===== config.mk =====
export PLATFORM = sky130hd
export DESIGN_NAME = acc_link_unit
export DESIGN_NICKNAME = d
export VERILOG_FILES = /design/src/rtl/acl_pkg.sv /design/src/rtl/acl_adder.sv /design/src/rtl/acl_rotlogic.sv /design/src/rtl/acc_link_unit.sv
export SDC_FILE = /design/constraint.sdc
export NUM_CORES = 1
export LEC_CHECK = 0
export BUFFER_PORTS_ARGS = -buffer_cell sky130_fd_sc_hd__buf_2
export CAP_MARGIN = 15
export CORE_ASPECT_RATIO = 0.9
export CORE_MARGIN = 2
export CORE_UTILIZATION = 50
export CTS_CLUSTER_SIZE = 20
export DETAILED_ROUTE_END_ITERATION = 10
export PLACE_DENSITY = 0.86
export SKIP_LAST_GASP = 1
export SYNTH_ARGS = -nofsm -noshare
export SYNTH_HDL_FRONTEND = slang
export SYNTH_SLANG_ARGS = --single-unit

===== constraint.sdc =====
create_clock -name clk_i -period 5.3 [get_ports clk_i]
set_input_delay 0.265 -clock clk_i [delete_from_list [all_inputs] [get_ports clk_i]]
set_output_delay 0.265 -clock clk_i [all_outputs]
set_load 0.1 [all_outputs]

===== src/rtl/acl_pkg.sv =====
package acl_pkg;
  typedef enum logic [3:0] {
    OP_CLR_AC = 4'd0,
    OP_CMP_AC = 4'd1,
    OP_CLR_LK = 4'd2,
    OP_CMP_LK = 4'd3,
    OP_ROT_L  = 4'd4,
    OP_ROT_R  = 4'd5,
    OP_ADD2   = 4'd6,
    OP_ADD1   = 4'd7,
    OP_AND    = 4'd8,
    OP_XOR    = 4'd9,
    OP_OR_SW  = 4'd10
  } op_e;
endpackage


===== src/rtl/acl_adder.sv =====
module acl_adder #(
  parameter int DATA_W = 18
) (
  input  logic [DATA_W-1:0] a_i,
  input  logic [DATA_W-1:0] b_i,
  output logic [DATA_W-1:0] sum2_o,
  output logic              carry2_o,
  output logic [DATA_W-1:0] sum1_o,
  output logic              ovf1_o
);
  localparam int MSB = DATA_W - 1;
  logic [DATA_W:0] raw;

  always_comb begin
    raw      = {1'b0, a_i} + {1'b0, b_i};
    sum2_o   = raw[MSB:0];
    carry2_o = raw[DATA_W];
    // end-around carry cannot overflow again: raw top set implies low part <= 2^W-2
    sum1_o   = raw[MSB:0] + {{MSB{1'b0}}, raw[DATA_W]};
    ovf1_o   = (a_i[MSB] == b_i[MSB]) && (sum1_o[MSB] != a_i[MSB]);
  end
endmodule


===== src/rtl/acl_rotlogic.sv =====
module acl_rotlogic #(
  parameter int DATA_W = 18
) (
  input  logic [DATA_W-1:0] acc_i,
  input  logic              link_i,
  input  logic [DATA_W-1:0] mem_i,
  input  logic [DATA_W-1:0] sw_i,
  output logic [DATA_W:0]   rol_o,
  output logic [DATA_W:0]   ror_o,
  output logic [DATA_W-1:0] and_o,
  output logic [DATA_W-1:0] xor_o,
  output logic [DATA_W-1:0] or_o
);
  localparam int MSB = DATA_W - 1;

  // {link, acc} as one 19-bit loop
  assign rol_o = {acc_i[MSB], acc_i[MSB-1:0], link_i};
  assign ror_o = {acc_i[0], link_i, acc_i[MSB:1]};
  assign and_o = acc_i & mem_i;
  assign xor_o = acc_i ^ mem_i;
  assign or_o  = acc_i | sw_i;
endmodule


===== src/rtl/acc_link_unit.sv =====
module acc_link_unit
  import acl_pkg::*;
#(
  parameter int DATA_W = 18
) (
  input  logic              clk_i,
  input  logic              rst_ni,
  input  logic              valid_i,
  input  logic [3:0]        op_i,
  input  logic [DATA_W-1:0] mem_i,
  input  logic [DATA_W-1:0] sw_i,
  output logic [DATA_W-1:0] acc_o,
  output logic              link_o,
  output logic              link_sense_o
);
  logic [DATA_W-1:0] acc_q, acc_d;
  logic              link_q, link_d;
  logic [DATA_W-1:0] sum2, sum1, and_w, xor_w, or_w;
  logic              carry2, ovf1;
  logic [DATA_W:0]   rol_w, ror_w;

  acl_adder #(.DATA_W(DATA_W)) u_adder (
    .a_i(acc_q), .b_i(mem_i),
    .sum2_o(sum2), .carry2_o(carry2), .sum1_o(sum1), .ovf1_o(ovf1)
  );

  acl_rotlogic #(.DATA_W(DATA_W)) u_rotlogic (
    .acc_i(acc_q), .link_i(link_q), .mem_i(mem_i), .sw_i(sw_i),
    .rol_o(rol_w), .ror_o(ror_w), .and_o(and_w), .xor_o(xor_w), .or_o(or_w)
  );

  always_comb begin
    acc_d  = acc_q;
    link_d = link_q;
    if (valid_i) begin
      case (op_e'(op_i))
        OP_CLR_AC: acc_d = '0;
        OP_CMP_AC: acc_d = ~acc_q;
        OP_CLR_LK: link_d = 1'b0;
        OP_CMP_LK: link_d = ~link_q;
        OP_ROT_L:  {link_d, acc_d} = rol_w;
        OP_ROT_R:  {link_d, acc_d} = ror_w;
        OP_ADD2:   {link_d, acc_d} = {carry2, sum2};
        OP_ADD1: begin
          acc_d  = sum1;
          link_d = link_q | ovf1;
        end
        OP_AND:    acc_d = and_w;
        OP_XOR:    acc_d = xor_w;
        OP_OR_SW:  acc_d = or_w;
        default: ;
      endcase
    end
  end

  always_ff @(posedge clk_i or negedge rst_ni) begin
    if (!rst_ni) begin
      acc_q  <= '0;
      link_q <= 1'b0;
    end else begin
      acc_q  <= acc_d;
      link_q <= link_d;
    end
  end

  assign acc_o        = acc_q;
  assign link_o       = link_q;
  assign link_sense_o = link_q;


  idle_hold_chk: assert property (@(posedge clk_i) disable iff (!rst_ni)
    !valid_i |=> $stable(acc_q) && $stable(link_q));


  acc_clear_chk: assert property (@(posedge clk_i) disable iff (!rst_ni)
    valid_i && op_i == 4'd0 |=> acc_q == '0 && link_q == $past(link_q));


  link_flip_chk: assert property (@(posedge clk_i) disable iff (!rst_ni)
    valid_i && op_i == 4'd3 |=> link_q != $past(link_q) && $stable(acc_q));


  rot_left_chk: assert property (@(posedge clk_i) disable iff (!rst_ni)
    valid_i && op_i == 4'd4 |=> $countones({link_q, acc_q}) == $past($countones({link_q, acc_q})));


  rot_right_chk: assert property (@(posedge clk_i) disable iff (!rst_ni)
    valid_i && op_i == 4'd5 |=> link_q == $past(acc_q[0]));


  ovf_sticky_chk: assert property (@(posedge clk_i) disable iff (!rst_ni)
    valid_i && op_i == 4'd7 && link_q |=> link_q);


  logic_link_chk: assert property (@(posedge clk_i) disable iff (!rst_ni)
    valid_i && (op_i == 4'd8 || op_i == 4'd9 || op_i == 4'd10) |=> $stable(link_q));


  unused_code_chk: assert property (@(posedge clk_i) disable iff (!rst_ni)
    valid_i && op_i > 4'd10 |=> $stable(acc_q) && $stable(link_q));


  sense_match_chk: assert property (@(posedge clk_i) disable iff (!rst_ni)
    link_sense_o == link_o);
endmodule


==> results of run 1 <==
-- metrics by stage --
stage | setup slack [ns] | instance area (µm²) | utilization [%] | cells | hold WS, ns
floorplan | 0.831 | 3010 | - | 399 | -0.0306
global placement | 1.23 | 3360 | 58.4 | 514 | 0.251
detailed placement | 1.10 | 3360 | 58.4 | 514 | 0.261
CTS | 1.08 | 3420 | 59.3 | 519 | 0.382
global route | 0.784 | 3420 | 59.3 | 519 | 0.426
finish | 1.06 | 3420 | 59.3 | 519 | 0.382
-- cell usage after synthesis (3+ instances only) --
cell / n / area share [%]
or2_2: 3 / 0.62
a211oi_1: 4 / 1.0
mux2i_1: 3 / 1.0
a22o_1: 10 / 2.9
a221oi_1: 18 / 5.2
nand2b_1: 4 / 0.83
o211ai_1: 3 / 0.75
o221ai_1: 6 / 1.7
a22oi_1: 3 / 0.75
o21a_1: 7 / 1.7
nand3_1: 13 / 2.2
inv_1: 6 / 0.75
nand4_1: 5 / 1.0
ha_1: 20 / 8.3
o21bai_1: 3 / 0.75
a2111oi_0: 4 / 1.2
and2_1: 4 / 0.83
nor2b_1: 5 / 1.0
dfrtp_1: 19 / 16
xnor2_1: 11 / 3.2
a221o_1: 4 / 1.3
nor2_1: 22 / 2.7
clkbuf_1: 17 / 2.1
o2111ai_1: 11 / 3.2
nand2_1: 52 / 6.5
nor3b_1: 4 / 1.0
a21o_1: 3 / 0.75
o21ai_0: 51 / 8.5
xor2_1: 11 / 3.2
nor3_1: 13 / 2.2
and4_1: 3 / 0.87
a21oi_1: 18 / 3.0
-- cells by family after synthesis --
family                   synth area share (%)
AO/OA/AOI/OAI                            41.0
buffers and inverters                    3.95
flip-flops                               15.8
adder cells (fa/ha/maj)                  8.99
XOR/XNOR                                 7.15
multiplexers                            0.998
AND/OR/NAND/NOR                          22.1
-- final timing paths --
check                                        endpoint             startpoint  slack (ns)
worst max-delay path             acc_o[1]$_DFFE_PN0P_   acc_o[0]$_DFFE_PN0P_        1.06
worst min-delay path             acc_o[3]$_DFFE_PN0P_                sw_i[3]        0.38
worst max register to register   acc_o[1]$_DFFE_PN0P_   acc_o[0]$_DFFE_PN0P_        1.06
worst min register to register  acc_o[16]$_DFFE_PN0P_  acc_o[16]$_DFFE_PN0P_        0.63
max in group asynchronous        acc_o[3]$_DFFE_PN0P_                 rst_ni        4.45
min in group asynchronous       acc_o[12]$_DFFE_PN0P_                 rst_ni        0.50
-- registers in the layout (all words and copies together), names as in the netlist --
signal / count
acc_o: 18
link_o: 1
-- tightest hold or removal path, delay by kind of cell --
kind | cells | cell delay (ns)
buffers and inverters | 1 | 0.07
AO/OA/AOI/OAI | 3 | 0.28
-- final cells by class --
cell class / instances / area [µm²]
Multi-Input combinational cell: 352 / 2430
Fill cell: 560 / 2340
Tap cell: 70 / 87.6
Inverter: 6 / 22.5
Sequential cell: 19 / 475
Clock buffer: 4 / 45.0
Timing Repair Buffer: 68 / 358
-- where the power goes --
part	switching, mW	internal, mW	leakage, nW
registers	0.0601	0.176	0.252
logic	0.630	0.287	1.14
clock network	0.0607	0.0537	0.0228
-- per-layer routing --
metal  track usage [%]  wire, µm  vias to the layer above
met3              2.45       716                        8
met1              40.8      4220                     1651
met4              6.03        65                        0
met5                 0         0                        -
met2              43.2      4210                      159
li1                  -         -                     1675
-- repair_timing --
item	in CTS	in global routing
hold endpoints to repair	19	0
buffers inserted	0	0
hold buffers	1	0
==> results.py, run 1 <==
metrics = {
    "min_path": {
        "hold_path.class": "primary input to flop",
        "hold_path_depth": 4,
    },
    "floorplan": {
        "dieArea_mm2": 0.00665,
        "die_h_um": 77.6,
        "coreArea_mm2": 0.00576,
        "die_x_um": 85.8,
        "start_util_pct": 52.2,
        "rows": 26,
        "ios": 63,
    },
    "sta": {
        "hold_viol": 0,
        "timing.fmax_ghz": 0.236,
        "tightest_slew_ns": 1.13,
        "setup-tns-final_ns": 0,
        "fin_crit_ns": 4.24,
        "finalClockSkew_ns": 0.00562,
        "relSlewSlack_pct": 24.2,
        "final-max-slew-violation-count": 0,
        "setup_viol": 0,
        "period_share_pct": 80.0,
        "rsz0062_at_grt": "no",
    },
    "synthesis": {
        "synth-edff-count": 0,
        "avgSynthCellArea_um2": 7.54,
        "yosysSeqAreaShare_pct": 15.8,
        "synth_area_mm2": 0.00301,
        "ys.flop_type": "dfrtp_1",
        "ys_ff_latch": 19,
        "yosys_warnings": 0,
        "synthCells": 399,
        "yosysUniqueCellTypes": 64,
        "synth_nets": 463,
        "synth_async_sr_flop_share_pct": 100,
    },
    "pwr": {
        "power_density_mw_per_mm2": 371,
        "p_total_mw": 1.27,
        "leakage_nw": 1.42,
        "ir_drop_mv": 0.271,
    },
    "layout": {
        "mostFrequentLayoutCells": "buf_2 (62), nand2_1 (52), o21ai_0 (51), nor2_1 (22), ha_1 (20)",
        "antenna_cells": 0,
        "layout_commonest_cell": "buf_2",
        "synthToLayoutAreaGrowth_pct": 13.6,
        "final_layout_size_suffix_gt1_share_pct": 18.7,
        "final_nets": 514,
    },
    "run_status": {
        "violations": "DRC",
        "status": "finished, violations left",
    },
    "clock_tree": {
        "clock-sinks": 19,
        "cts.path.max_buffers": 2,
        "numCtsBuffers": 3,
        "post_cts_resized": 0,
        "clkLatencyLatePin_ns": 0.27,
        "clockRootBuffer": "clkbuf_8",
        "h-tree-depth": 1,
        "clk_pin_slew_ns": 0.09,
        "cts_tree": "built",
    },
    "grt": {
        "grt.overflow.total": 0,
        "grt_pass1_wl_um": 15200,
        "antenna_found_initial": 0,
        "grt_use_total_pct": 27.5,
        "grt_max_degree": 20,
        "grt_pass1_vias": 3065,
    },
    "worst_setup_path": {
        "worstSetupEndpointType": "flop",
        "crit_fanout": 7,
        "path_class": "flop to flop",
        "path_cells": "ha_1, fa_1, a211oi_4, o21ai_2, a2111o_1, a21o_2, a21oi_1, o21bai_1, a21o_1, ha_1, ha_1, mux2i_1, nor2_1, a221oi_1, o2111ai_1, a22o_1",
        "slowest_delay_ns": 0.51,
        "critPathLaunchType": "flop",
        "worst_path_max_delay_cell": "fa_1",
        "r2r_cells": 16,
        "worst-path-stages": 16,
        "cp_common_cell": "ha_1",
        "arrival_ns": 4.40,
        "worst-path-buf-inv": 0,
        "critical_path_required_ns": 5.46,
        "critical-path-top-delay-family": "compound AO/OA/AOI/OAI gates",
    },
    "drt": {
        "first_pass_iters": 8,
        "vias": 3493,
        "post-route-drc-count": 5,
        "viasPerCell": 6.73,
        "ant_nets": 0,
        "routed_wl_um": 9210,
        "avgRoutedWirePerCell_um": 17.8,
        "dr.first_iter.drc_count": 421,
    },
    "job": {
        "max-cap-violations": 0,
    },
    "placement": {
        "gp_congestion": 0.960,
        "place_hpwl_um": 6860,
        "io_buffers": 62,
    },
}
Power figures use the tool's default switching activity.
==> run 2: changes to the inputs <==
Settings changed: ABC_AREA from default to 1, PLACE_DENSITY 0.86 to 0.88.
Clock period 5.3 ns to 3.4 ns, I/O delays scaled along.
==> run 2 against run 1 <==
  * The flow finishes with violations (setup timing)
  * Critical path type unchanged
  * Highest routed layer unchanged
  * Synthesized area rose by 10%
  * Via count increased by 32%
  * Non-clock buffer count grew 46
==> results.py, run 2 <==
metrics = {
    "synthesis": {
        "synth.most_common_cell": "nand2_1",
        "synth_area_mm2": 0.00331,
        "synth_async_sr_flop_share_pct": 100,
        "avgSynthCellArea_um2": 5.79,
        "yosys-top-cells-count": "nand2_1 (146), inv_1 (98), o21ai_0 (54), nand3_1 (46), nor2_1 (39)",
        "yosysTopAreaCellShare_pct": 16.6,
        "yosysTopAreaCell": "nand2_1",
        "yosys_warnings": 0,
        "ys_ff_latch": 19,
        "yosysUniqueCellTypes": 43,
        "yosysSeqAreaShare_pct": 14.4,
        "synthCells": 572,
        "synth_nets": 636,
        "synth-edff-count": 0,
        "ys.flop_type": "dfrtp_1",
        "yosys-top-cells-area": "nand2_1 (17%), dfrtp_1 (14%), inv_1 (11%)",
    },
    "floorplan": {
        "ios": 63,
        "rows": 28,
        "start_util_pct": 51.1,
        "die_x_um": 89.8,
        "coreArea_mm2": 0.00648,
        "die_h_um": 81.2,
        "dieArea_mm2": 0.00729,
    },
    "layout": {
        "mostFrequentLayoutCells": "nand2_1 (134), inv_1 (92), buf_2 (62), buf_4 (51), o21ai_0 (47)",
        "instances_no_fill": 766,
        "final_nets": 741,
        "largest_register_ffs": 18,
        "final_layout_size_suffix_gt1_share_pct": 33.1,
        "layout_commonest_cell": "nand2_1",
        "antenna_cells": 0,
        "synthToLayoutAreaGrowth_pct": 33.6,
        "fin_area_mm2": 0.00442,
        "fin_util_pct": 68.2,
    },
    "min_path": {
        "hold_path.class": "primary input to flop",
    },
    "grt": {
        "antenna_found_initial": 0,
        "grt_use_total_pct": 34.7,
        "grt_max_degree": 33,
        "grt_pass1_wl_um": 20200,
        "grt.overflow.total": 0,
        "grt_pass1_vias": 4209,
    },
    "placement": {
        "gp_congestion": 0.981,
        "io_buffers": 62,
        "place_hpwl_um": 9700,
        "postPlaceCellArea_mm2": 0.00395,
        "dp.cells": 743,
    },
    "worst_setup_path": {
        "critPathLaunchType": "flop",
        "arrival_ns": 3.68,
        "crit_fanout": 3,
        "critical_path_required_ns": 3.63,
        "path_class": "flop to flop",
        "worstSetupEndpointType": "flop",
    },
    "clock_tree": {
        "clkLatencyLatePin_ns": 0.28,
        "numCtsBuffers": 3,
        "clock-sinks": 19,
        "cts.path.max_buffers": 2,
        "h-tree-depth": 1,
        "cts_tree": "built",
        "clockRootBuffer": "clkbuf_8",
        "clk_pin_slew_ns": 0.10,
    },
    "drt": {
        "post-route-drc-count": 0,
        "ant_nets": 0,
        "wl_met3_um": 1750,
        "met2_length_um": 5920,
        "dr.first_iter.drc_count": 688,
        "topRoutingLayerUsed": "met4",
        "wl_met1_um": 5310,
        "routed_wl_um": 13400,
        "vias": 4605,
        "viasPerCell": 6.01,
        "first_pass_iters": 7,
        "avgRoutedWirePerCell_um": 17.5,
    },
    "sta": {
        "timing.fmax_ghz": 0.289,
        "hold_viol": 0,
        "finalClockSkew_ns": 0.00584,
        "layout_setup_ws_ns": -0.0574,
        "fin_crit_ns": 3.46,
        "relSlewSlack_pct": 44.7,
        "final-max-slew-violation-count": 0,
        "setup_viol": 1,
        "rsz0062_at_grt": "yes",
        "tightest_slew_ns": 0.828,
        "period_share_pct": 102,
    },
    "pwr": {
        "leakage_nw": 2.18,
        "power_density_mw_per_mm2": 529,
        "ir_drop_mv": 0.327,
    },
    "job": {
        "max-cap-violations": 0,
    },
    "run_status": {
        "violations": "setup timing",
        "status": "finished, violations left",
    },
}
## run 2: cell types whose count changed after synthesis, moves of 12 or more
cell / previous run / this run
nand3_1: 13 / 46
inv_1: 6 / 98
nand2_2: 0 / 21
nand2_1: 52 / 146
o22ai_1: 1 / 30
a221oi_1: 18 / 6
nor2_1: 22 / 39
## run 2: cell families after synthesis
group,after synthesis,share of synthesized area [%]
and+or+nand+nor,288,39.8
AOI/OAI and AO/OA,127,23.2
adders and majority gates,21,8.16
xor gates and xnor gates,1,0.491
buffers and inverters,116,13.9
DFF,19,14.4
## run 2: final timing paths
path	start	endpoint	slack [ns]	depth (start not counted)
max in group asynchronous	rst_ni	acc_o[0]$_DFFE_PN0P_	2.57	2
worst max-delay path	acc_o[12]$_DFFE_PN0P_	acc_o[16]$_DFFE_PN0P_	-0.06	27
worst min-delay path	op_i[3]	link_o$_DFFE_PN0P_	0.20	4
worst min register to register	acc_o[16]$_DFFE_PN0P_	acc_o[16]$_DFFE_PN0P_	0.63	2
min in group asynchronous	rst_ni	acc_o[17]$_DFFE_PN0P_	0.41	2
worst max register to register	acc_o[12]$_DFFE_PN0P_	acc_o[16]$_DFFE_PN0P_	-0.06	27
## run 2: layer usage
metal	up-vias	global-route usage, %
met5	-	0
met4	0	13.5
met3	62	6.49
met2	348	55.5
met1	2070	46.9
li1	2125	-
## run 2: what timing repair did
item | CTS | global route
endpoints found under the setup margin | 6 | 13
pin swaps | 0 | 29
endpoints found under the hold margin | 19 | 0
gates resized for setup | 2 | 61
setup buffers | 0 | 18
hold buffers | 1 | 0
## run 2: metrics by stage
step | total power [mW] | worst slack [ns] | hold slack [ns] | TNS [ns]
floorplan | 1.48 | 0.00514 | -0.126 | 0
global placement | 1.88 | -0.0234 | 0.179 | -0.0481
detailed placement | 1.91 | -0.0790 | 0.185 | -0.175
CTS | 2.10 | 0.00480 | 0.204 | 0
global route | 2.47 | -0.241 | 0.231 | -1.27
finish | 2.34 | -0.0574 | 0.202 | -0.0574
## run 2: final cells by class
type / count / area (µm²)
Multi-Input combinational cell: 437 / 2680
Fill cell: 589 / 2060
Timing Repair Buffer: 114 / 703
Sequential cell: 19 / 500
Inverter: 102 / 385
Tap cell: 90 / 113
Clock buffer: 4 / 45.0
## run 2: power by group
group | internal [mW] | switching (mW) | leakage (nW)
Sequential | 0.283 | 0.0622 | 0.227
Clock | 0.0843 | 0.108 | 0.0228
Combinational | 0.561 | 1.24 | 1.93
Total | 0.928 | 1.41 | 2.18
## run 2: worst max-delay path: stages, from the launching register on
cell      delay [ns]
dfrtp_2         0.45
ha_4            0.30
nand2_4         0.06
inv_4           0.06
nand3_4         0.07
nor3_4          0.22
nand2_2         0.11
nand2_2         0.09
a21oi_2         0.05
o21ai_2         0.16
ha_2            0.22
ha_4            0.13
inv_2           0.04
nor2_4          0.08
nand2_2         0.08
nor2_4          0.11
nand2_2         0.07
nor2_2          0.11
nand2_2         0.08
nor2_4          0.14
nand2_2         0.11
nor2_4          0.14
inv_2           0.07
o21bai_4        0.12
nand3_2         0.09
nand3_2         0.10
nand2_1         0.05
nand2_1         0.07
==> run 3: changes to the inputs <==
Settings changed: PLACE_DENSITY 0.88 to 0.85, SYNTH_HIERARCHICAL from default to 1.
==> run 3 against run 2 <==
  * The flow still finishes with violations (setup timing)
  * Utilization down 11 points
  * Via count rose by 24%
  * Worst setup slack lost 0.15 ns
  * Wire length is 13% higher
  * Count of clock-buffer cells in the layout stayed put
  * Non-clock buffer count is 9 higher
  * Critical path depth decreased by 1
  * Clock skew is 0.0013 ns lower
  * Global-route usage decreased by 6.7 points
  * Synthesized area increased by 47%
  * Worst hold slack better by 0.11 ns
  * Cell count rose by 36%
  * Critical endpoint is now link_o$_DFFE_PN0P_
==> results.py, run 3 <==
metrics = {
    "run_status": {
        "status": "finished, violations left",
        "violations": "setup timing",
    },
    "synthesis": {
        "yosysSeqAreaShare_pct": 9.77,
        "synth_nets": 937,
        "ys.flop_type": "dfrtp_1",
        "avgSynthCellArea_um2": 5.69,
        "synthMuxAreaShare_pct": 0,
        "yosys-top-cells-count": "nand2_1 (287), nand3_1 (165), inv_1 (118), nor2_1 (57), buf_4 (49)",
        "yosysTopAreaCell": "nand2_1",
        "synth_top_family_by_area": "simple AND/OR/NAND/NOR gates",
        "synth-compound-area-share_pct": 2.06,
        "yosysTopAreaCellShare_pct": 22.1,
        "synth_area_mm2": 0.00486,
        "synth.most_common_cell": "nand2_1",
        "ys_ff_latch": 19,
        "synth-edff-count": 0,
        "yosys_warnings": 6,
        "yosys-top-cells-area": "nand2_1 (22%), nand3_1 (17%), dfrtp_1 (9.8%)",
        "synth_simple_gate_area_share_pct": 53.4,
        "synth_async_sr_flop_share_pct": 100,
        "synthAdderAreaFrac_pct": 10.2,
        "yosysUniqueCellTypes": 33,
        "synthCells": 855,
        "yosys.area_share.xor_xnor_pct": 3.83,
    },
    "grt": {
        "grt_pass1_vias": 5088,
        "grt_use_total_pct": 28.0,
        "grt_max_degree": 43,
        "grt_pass1_wl_um": 24000,
        "grt.overflow.total": 0,
        "antenna_found_initial": 0,
    },
    "pwr": {
        "power_density_mw_per_mm2": 465,
        "pwr-share-seq_pct": 12.6,
        "p_comb_share_pct": 80.0,
        "sw_frac_of_total_pct": 61.4,
        "ir_drop_mv": 0.380,
        "leakage_nw": 3.28,
        "internal-power_mw": 0.979,
        "clkPwrFrac_pct": 7.4,
        "power.switching_mw": 1.56,
    },
    "worst_setup_path": {
        "path_class": "flop to flop",
        "r2r-end": "link_o$_DFFE_PN0P_",
        "arrival_ns": 3.78,
        "worstSetupEndpointType": "flop",
        "r2r_slack_ns": -0.20,
        "critPathLaunchType": "flop",
        "crit_path_end": "link_o$_DFFE_PN0P_",
        "crit_fanout": 4,
        "critPathLaunch": "acc_o[0]$_DFFE_PN0P_",
        "reg2reg_from": "acc_o[0]$_DFFE_PN0P_",
        "r2r_cells": 26,
        "critical_path_required_ns": 3.57,
    },
    "sta": {
        "period_share_pct": 106,
        "relSlewSlack_pct": 33.9,
        "final-max-slew-violation-count": 0,
        "hold_viol": 0,
        "timing.fmax_ghz": 0.278,
        "layout_setup_ws_ns": -0.203,
        "finalClockSkew_ns": 0.00455,
        "hold_ws_ns": 0.311,
        "setup-tns-final_ns": -1.34,
        "rsz0062_at_grt": "yes",
        "setup_viol": 10,
        "tightest_slew_ns": 0.989,
        "fin_crit_ns": 3.60,
    },
    "clock_tree": {
        "clock-sinks": 19,
        "h-tree-depth": 1,
        "clockRootBuffer": "clkbuf_8",
        "cts_tree": "built",
        "clk_pin_slew_ns": 0.09,
        "clkLatencyLatePin_ns": 0.28,
        "numCtsBuffers": 3,
        "cts.path.max_buffers": 2,
    },
    "layout": {
        "instances_no_fill": 1040,
        "final_nets": 997,
        "synthToLayoutAreaGrowth_pct": 12.1,
        "largest_register_ffs": 18,
        "mostFrequentLayoutCells": "nand2_1 (283), nand3_1 (162), inv_1 (115), buf_2 (62), buf_4 (58)",
        "antenna_cells": 0,
        "layout_commonest_cell": "nand2_1",
        "fin_area_mm2": 0.00545,
        "fill_cells": 926,
        "final_layout_size_suffix_gt1_share_pct": 23.3,
    },
    "floorplan": {
        "dieArea_mm2": 0.0105,
        "die_x_um": 108,
        "rows": 34,
        "ios": 63,
        "die_h_um": 97.6,
        "start_util_pct": 50.8,
        "coreArea_mm2": 0.00957,
    },
    "drt": {
        "dr.first_iter.drc_count": 517,
        "post-route-drc-count": 0,
        "avgRoutedWirePerCell_um": 14.5,
        "routed_wl_um": 15100,
        "first_pass_iters": 9,
        "vias": 5721,
        "viasPerCell": 5.50,
        "ant_nets": 0,
    },
    "placement": {
        "dp.cells": 1011,
        "io_buffers": 62,
        "postPlaceCellArea_mm2": 0.00515,
        "dp_slack_ns": -0.0613,
        "gp_congestion": 0.991,
        "place_hpwl_um": 10500,
    },
    "job": {
        "max-cap-violations": 0,
    },
    "min_path": {
        "hold_path.class": "primary input to flop",
    },
}
[run 3: worst min path at each step]
stage                 start               endpoint  slack (ns)  cells past startpoint
floorplan            rst_ni  acc_o[10]$_DFFE_PN0P_       -0.13                      0
global placement     rst_ni   acc_o[1]$_DFFE_PN0P_        0.17                      1
detailed placement   rst_ni   acc_o[1]$_DFFE_PN0P_        0.18                      1
CTS                 valid_i     link_o$_DFFE_PN0P_        0.30                      5
global route        valid_i     link_o$_DFFE_PN0P_        0.34                      5
finish              valid_i     link_o$_DFFE_PN0P_        0.31                      5
[run 3: what timing repair did]
item,CTS,global route
hold buffers,1,0
gates cloned,0,0
buffers inserted,19,5
setup endpoints to repair,5,12
gates resized for setup,7,5
hold endpoints to repair,19,0
pin swaps,21,12
[run 3: worst max-delay path, cell delays in order, from the launching register on]
cell,delay [ns]
dfrtp_4,0.44
ha_4,0.14
inv_2,0.03
fa_2,0.35
inv_2,0.09
nand3_2,0.09
nand2_2,0.10
nand2_2,0.06
nand2_2,0.08
nand2_2,0.06
nand2_2,0.07
a21oi_2,0.05
o21bai_1,0.24
ha_2,0.27
nand2_2,0.07
nor2_4,0.13
nand3_4,0.09
nor2_4,0.14
nand4_4,0.15
nor2_4,0.18
nand3_4,0.10
a21oi_2,0.14
nor2_1,0.05
o21ai_1,0.11
nand2_1,0.07
o21ai_1,0.11
a21oi_1,0.07
[run 3: cells by family (layout without fill, tap and decap cells)]
family          Yosys count  in the layout
simple gates            569            569
buf+inv                 193            252
fa+ha+maj                39             39
flops                    19             19
compound gates           18             18
xor+xnor                 17             17
[run 3: area by class of cell]
class | instances | area, µm² | area share [%]
multi-input cells | 643 | 3490 | 64.0
inverters | 125 | 474 | 8.70
well taps | 126 | 158 | 2.89
flip-flops and latches | 19 | 500 | 9.18
repair buffers | 123 | 787 | 14.4
clock buffers | 4 | 45.0 | 0.826
[run 3: power groups by stage]
stage / Sequential, mW / Clock, mW / Combinational [mW]
finish: 0.320 / 0.188 / 2.03
global route: 0.323 / 0.198 / 2.18
CTS: 0.319 / 0.183 / 1.94
detailed placement: 0.323 / 0 / 1.85
global placement: 0.322 / 0 / 1.83
floorplan: 0.708 / 0 / 1.13
[run 3: stage by stage]
step	utilization, %	total power [mW]
CTS	56.3	2.44
global placement	53.9	2.15
finish	57.0	2.54
global route	57.0	2.70
detailed placement	53.9	2.18
floorplan	-	1.83
[run 3: metal layers]
layer	part of all wire, %	global-route usage [%]	wire (µm)	up-vias
li1	-	-	-	2761
met5	0	0	0	-
met1	41	37.0	6200	2513
met4	4.7	13.7	707	0
met2	45	44.7	6870	369
met3	8.8	3.49	1340	78
